$ cat config.mk
export PLATFORM = sky130hd
export DESIGN_NAME = pmseq_top
export DESIGN_NICKNAME = d
export VERILOG_FILES = /design/src/rtl/pmseq_pkg.sv /design/src/rtl/pmseq_ack_collect.sv /design/src/rtl/pmseq_mode_fsm.sv /design/src/rtl/pmseq_out_decode.sv /design/src/rtl/pmseq_top.sv
export SDC_FILE = /design/constraint.sdc
export NUM_CORES = 1
export LEC_CHECK = 0
export BUFFER_PORTS_ARGS = -buffer_cell sky130_fd_sc_hd__buf_2
export CORE_AREA = 4 4 41 43
export CTS_CLUSTER_DIAMETER = 150
export DETAILED_ROUTE_END_ITERATION = 6
export DIE_AREA = 0 0 45 47
export PLACE_DENSITY_LB_ADDON = 0.1
export SYNTH_ARGS = -nofsm -noshare
export SYNTH_HDL_FRONTEND = slang
export SYNTH_SLANG_ARGS = --single-unit
$ cat constraint.sdc
create_clock -name clk -period 2.9 [get_ports clk]
set_input_delay 0.145 -clock clk [delete_from_list [all_inputs] [get_ports clk]]
set_output_delay 0.145 -clock clk [all_outputs]
set_load 0.1 [all_outputs]
$ cat src/rtl/pmseq_pkg.sv
package pmseq_pkg;

    typedef enum logic [1:0] {
        PH_RUN  = 2'd0,
        PH_WAIT = 2'd1,
        PH_STOP = 2'd2
    } phase_e;

    typedef struct packed {
        logic   vlp;
        phase_e phase;
        logic   bus_off;
    } pm_state_t;

    localparam pm_state_t PM_RESET = '{vlp: 1'b0, phase: PH_RUN, bus_off: 1'b0};

    typedef struct packed {
        logic core;
        logic sys_core;
        logic sys_mst;
        logic bus;
    } clk_en_t;

    function automatic logic [2:0] mode_code(input pm_state_t s);
        return {s.vlp, s.phase};
    endfunction

endpackage

$ cat src/rtl/pmseq_ack_collect.sv
module pmseq_ack_collect #(
    parameter int N_PERIPH = 4
) (
    input  logic [N_PERIPH-1:0] ack_i,
    output logic                all_o
);
    logic [N_PERIPH:0] chain;
    assign chain[0] = 1'b1;

    for (genvar i = 0; i < N_PERIPH; i++) begin : g_and
        assign chain[i+1] = chain[i] & ack_i[i];
    end

    assign all_o = chain[N_PERIPH];
endmodule

$ cat src/rtl/pmseq_mode_fsm.sv
module pmseq_mode_fsm
    import pmseq_pkg::*;
(
    input  logic      clk,
    input  logic      rst,
    input  logic      wfi_i,
    input  logic      deep_sel_i,
    input  logic      runm_wr_i,
    input  logic      runm_sel_i,
    input  logic      wake_i,
    input  logic      all_ack_i,
    output pm_state_t state_o
);
    pm_state_t st_q, st_d;

    always_comb begin
        st_d = st_q;
        case (st_q.phase)
            PH_RUN: begin
                if (wfi_i) begin
                    st_d.phase   = deep_sel_i ? PH_STOP : PH_WAIT;
                    st_d.bus_off = 1'b0;
                end else if (runm_wr_i) begin
                    st_d.vlp = runm_sel_i;
                end
            end
            PH_WAIT: begin
                if (wake_i) st_d.phase = PH_RUN;
            end
            PH_STOP: begin
                if (wake_i) begin
                    st_d.phase   = PH_RUN;
                    st_d.bus_off = 1'b0;
                end else if (all_ack_i) begin
                    st_d.bus_off = 1'b1;
                end
            end
            default: st_d = PM_RESET;
        endcase
    end

    always_ff @(posedge clk) begin
        if (rst) st_q <= PM_RESET;
        else     st_q <= st_d;
    end

    assign state_o = st_q;
endmodule

$ cat src/rtl/pmseq_out_decode.sv
module pmseq_out_decode
    import pmseq_pkg::*;
(
    input  pm_state_t   state_i,
    output clk_en_t     en_o,
    output logic        stop_req_o,
    output logic        reg_stop_o,
    output logic        freq_limit_o,
    output logic [2:0]  mode_o
);
    logic in_stop, gated;

    always_comb begin
        in_stop          = (state_i.phase == PH_STOP);
        gated            = in_stop && state_i.bus_off;
        en_o.core        = (state_i.phase == PH_RUN);
        en_o.sys_core    = !in_stop;
        en_o.sys_mst     = !gated;
        en_o.bus         = !gated;
        stop_req_o       = in_stop;
        reg_stop_o       = state_i.vlp;
        freq_limit_o     = state_i.vlp;
        mode_o           = mode_code(state_i);
    end
endmodule

$ cat src/rtl/pmseq_top.sv
module pmseq_top
    import pmseq_pkg::*;
#(
    parameter int N_PERIPH = 4
) (
    input  logic                clk,
    input  logic                rst,
    input  logic                wfi_i,
    input  logic                deep_sel_i,
    input  logic                runm_wr_i,
    input  logic                runm_sel_i,
    input  logic                wake_i,
    input  logic [N_PERIPH-1:0] stop_ack_i,
    output logic                core_clk_en_o,
    output logic                sys_core_clk_en_o,
    output logic                sys_mst_clk_en_o,
    output logic                bus_clk_en_o,
    output logic                stop_req_o,
    output logic                reg_stop_o,
    output logic                freq_limit_o,
    output logic [2:0]          mode_o
);
    logic      all_ack;
    pm_state_t state;
    clk_en_t   en;

    pmseq_ack_collect #(.N_PERIPH(N_PERIPH)) u_ack (
        .ack_i (stop_ack_i),
        .all_o (all_ack)
    );

    pmseq_mode_fsm u_fsm (
        .clk        (clk),
        .rst        (rst),
        .wfi_i      (wfi_i),
        .deep_sel_i (deep_sel_i),
        .runm_wr_i  (runm_wr_i),
        .runm_sel_i (runm_sel_i),
        .wake_i     (wake_i),
        .all_ack_i  (all_ack),
        .state_o    (state)
    );

    pmseq_out_decode u_dec (
        .state_i      (state),
        .en_o         (en),
        .stop_req_o   (stop_req_o),
        .reg_stop_o   (reg_stop_o),
        .freq_limit_o (freq_limit_o),
        .mode_o       (mode_o)
    );

    assign core_clk_en_o     = en.core;
    assign sys_core_clk_en_o = en.sys_core;
    assign sys_mst_clk_en_o  = en.sys_mst;
    assign bus_clk_en_o      = en.bus;
endmodule

==> out/qor.csv <==
stage,metric,value,unit
drt,Iter 0 DRT Violations,0,
drt,TritonRoute pass-1 iters,1,
drt,Vias/cell,4.246,
logic_synthesis,XOR/XNOR share of the synthesized area,0,%
placement,placed insts,66,
setup_path,worst r2r src,u_fsm.state_o[1],
logic_synthesis,Yosys warnings,0,
logic_synthesis,Syn Inst Count,36,
placement,dpl cell area,379.1,sq um
global_routing,aggregate global routing overflow,0,
setup_path,CP endpoint kind,flip-flop,
setup_path,CP cell instances,inv_1 -> ha_1 -> and2b_1 -> or4b_1 -> a21oi_1,
final_layout,Post-Layout Cell Count,69,
logic_synthesis,simple-gate area share of the yosys netlist,31.51,%
timing,worst setup margin,1.278,ns
setup_path,Crit Path Class,flip-flop to flip-flop,
clock_network,Clock Pin Slew Worst Setup and Hold Paths,0.04,ns
drt,antenna-violating nets left,0,
pwr,LEAKAGE,0.1963,nW
final_layout,Final Cell Area,401.6,sq um
setup_path,CP max FO,4,
global_routing,initial antenna violation count,0,
clock_network,hold_buf cts,0,
clock_network,CTS sink count,4,
clock_network,Resize count post-CTS,0,
clock_network,Setup Buffers After CTS,0,
final_layout,fillers,151,
final_layout,Seq. cell area,80.08,sq um
final_layout,Syn-to-layout area delta,34.87,%
timing,Slew @ Worst Pin,0.4894,ns
final_layout,Finished Core Util,30.87,%
logic_synthesis,post-synthesis cell area,297.8,sq um
setup_path,r2r setup slk,1.28,ns
setup_path,Crit. path cell count,5,
global_routing,largest net degree at the start of global routing,7,
global_routing,first-pass GRT wire length,1110,um
clock_network,clock latency on the worst-skew pair,0.24,ns
timing,Hold WS,0.1153,ns
pwr,peak supply drop,0.1649,mV
setup_path,WP buf/inv,1,
floorplan,Top Ports,21,
timing,achievable frequency,0.6166,GHz
pwr,clock group share of total power,28.0,%
floorplan,core area,0.001301,sq mm
setup_path,CP max stage delay,0.46,ns
hold_path,Hold Path Depth,2,
floorplan,Die Y,47,um
placement,dpl ws,1.282,ns
outcome,outcome,completed,
logic_synthesis,sequential share of the synthesized area,26.89,%
setup_path,Setup crit start,u_fsm.state_o[1],
setup_path,crit path capture,u_fsm.state_o[1],
global_routing,vias in the first global route,278,
logic_synthesis,adder-cell area share of the yosys netlist,12.61,%
final_layout,"commonest non-fill, non-tap cell in the layout",buf_2,
logic_synthesis,syn nets,50,
logic_synthesis,synth unique cells,18,
logic_synthesis,#FFs+latches synth,4,
run,total of max-cap violations,0,
drt,final wirelength,677,um
logic_synthesis,largest family of logic cells by synthesized area,simple AND/OR/NAND/NOR gates,
drt,# DRC,0,
pwr,pwr dens,613.9,mW/mm^2
setup_path,Worst EP arrival,1.79,ns
floorplan,chip width,45,um
final_layout,area of the multi-input gates,165.2,sq um
timing,final setup vio count,0,
timing,relative slew slack,67.60,%
pwr,Sw Ratio,47.19,%
final_layout,ratio of cells with drive above 1 in the final layout,44.44,%
timing,Setup Total Neg Slack,0,ns
setup_path,kind of cell adding the most delay to the critical path,simple AND/OR/NAND/NOR gates,
timing,final number of hold-violating endpoints,0,
clock_network,# H-tree levels,1,
timing,Max Transition Viols Final,0,
setup_path,CP max stage cell,or4b_1,
setup_path,reg2reg path depth,5,
floorplan,initial core utilization,22.88,%
pwr,P_sw,0.1164,mW
clock_network,Root Driver,clkbuf_4,
clock_network,CTS tree,built,
placement,GP Congestion,0.6894,
timing,min Tclk post-route,1.622,ns
pwr,Power Total,0.2466,mW
pwr,Int Power,0.1302,mW
setup_path,r2r endpoint,u_fsm.state_o[1],
logic_synthesis,compound-gate portion of the synthesized area,11.34,%
logic_synthesis,syn_area_per_cell,8.272,sq um
logic_synthesis,mux share of post-synthesis cell area,0,%
floorplan,FP Rows,13,
final_layout,Nets,70,
drt,WL per Instance,9.812,um
pwr,Flop pwr share,25.2,%
final_layout,Largest register FFs,4,
timing,Worst Skew,0.001302,ns
placement,dpl hpwl,590.6,um
setup_path,Critical Path RT,3.07,ns
hold_path,HP Class,primary input to flip-flop,
clock_network,Num CTS Buffers,3,
global_routing,GRT Total Usage,7.893,%
final_layout,Antenna Cells,0,
final_layout,most frequent cells in the layout,"20 x buf_2, 4 x inv_1, 4 x dfxtp_1",
timing,Final Cycle Share,55.92,%
pwr,Logic pwr share,46.8,%
clock_network,clk buf depth,2,
timing,RSZ-0062 raised after global routing,no,
placement,port buffer count,20,
drt,total number of vias,293,
setup_path,Worst setup SP type,flip-flop,
floorplan,Die ar.,0.002115,sq mm
==> Yosys cell counts (all sizes together) <==
cell	count	area share (%)
o21ai	2	3.4
nand3	1	1.7
a21oi	2	3.4
nor3	1	1.7
nand2b	1	2.1
a211oi	1	2.5
nand2	3	3.8
ha	3	13
nor2b	1	4.6
a31oi	1	2.1
and2b	2	5.0
or4b	1	3.4
nand4	1	2.1
inv	4	5.0
or3	2	4.2
nand4b	1	2.9
dfxtp	4	27
buf	5	13
==> worst min path at each step <==
stage	from	end	slack [ns]
global placement	rst	u_fsm.state_o[1]	0.36
finish	rst	u_fsm.state_o[1]	0.12
floorplan	rst	u_fsm.state_o[1]	0.21
CTS	rst	u_fsm.state_o[1]	0.11
detailed placement	rst	u_fsm.state_o[1]	0.36
global route	rst	u_fsm.state_o[1]	0.11
==> layout make-up <==
class | instances | area share (%)
multi-input cells | 23 | 41.12
inverters | 4 | 3.738
flip-flops and latches | 4 | 19.94
clock buffers | 3 | 5.607
repair buffers | 20 | 24.92
well taps | 15 | 4.673
==> power by group through the flow <==
stage / registers [mW] / logic (mW) / clock network, mW
after floorplan: 0.0692 / 0.0952 / 0
after global placement: 0.0634 / 0.117 / 0
after detailed placement: 0.0632 / 0.116 / 0
after CTS: 0.0623 / 0.117 / 0.0732
after global routing: 0.0630 / 0.122 / 0.0796
final: 0.0623 / 0.115 / 0.0690
==> cell families after synthesis <==
family,after synthesis
and+or+nand+nor,14
adders and majority gates,3
buffers and inverters,9
AOI/OAI and AO/OA,6
DFF,4
==> metal layers <==
| layer | vias to the layer above | GRT usage, % | share of wire (%) |
|---|---|---|---|
| met2 | 11 | 10.45 | 46 |
| met1 | 122 | 8.390 | 43 |
| met4 | 0 | 12.28 | 2.1 |
| met5 | - | 0 | 0 |
| met3 | 2 | 1.916 | 8.6 |
| li1 | 158 | - | - |
Note: power is estimated with default switching activity, not from simulation.
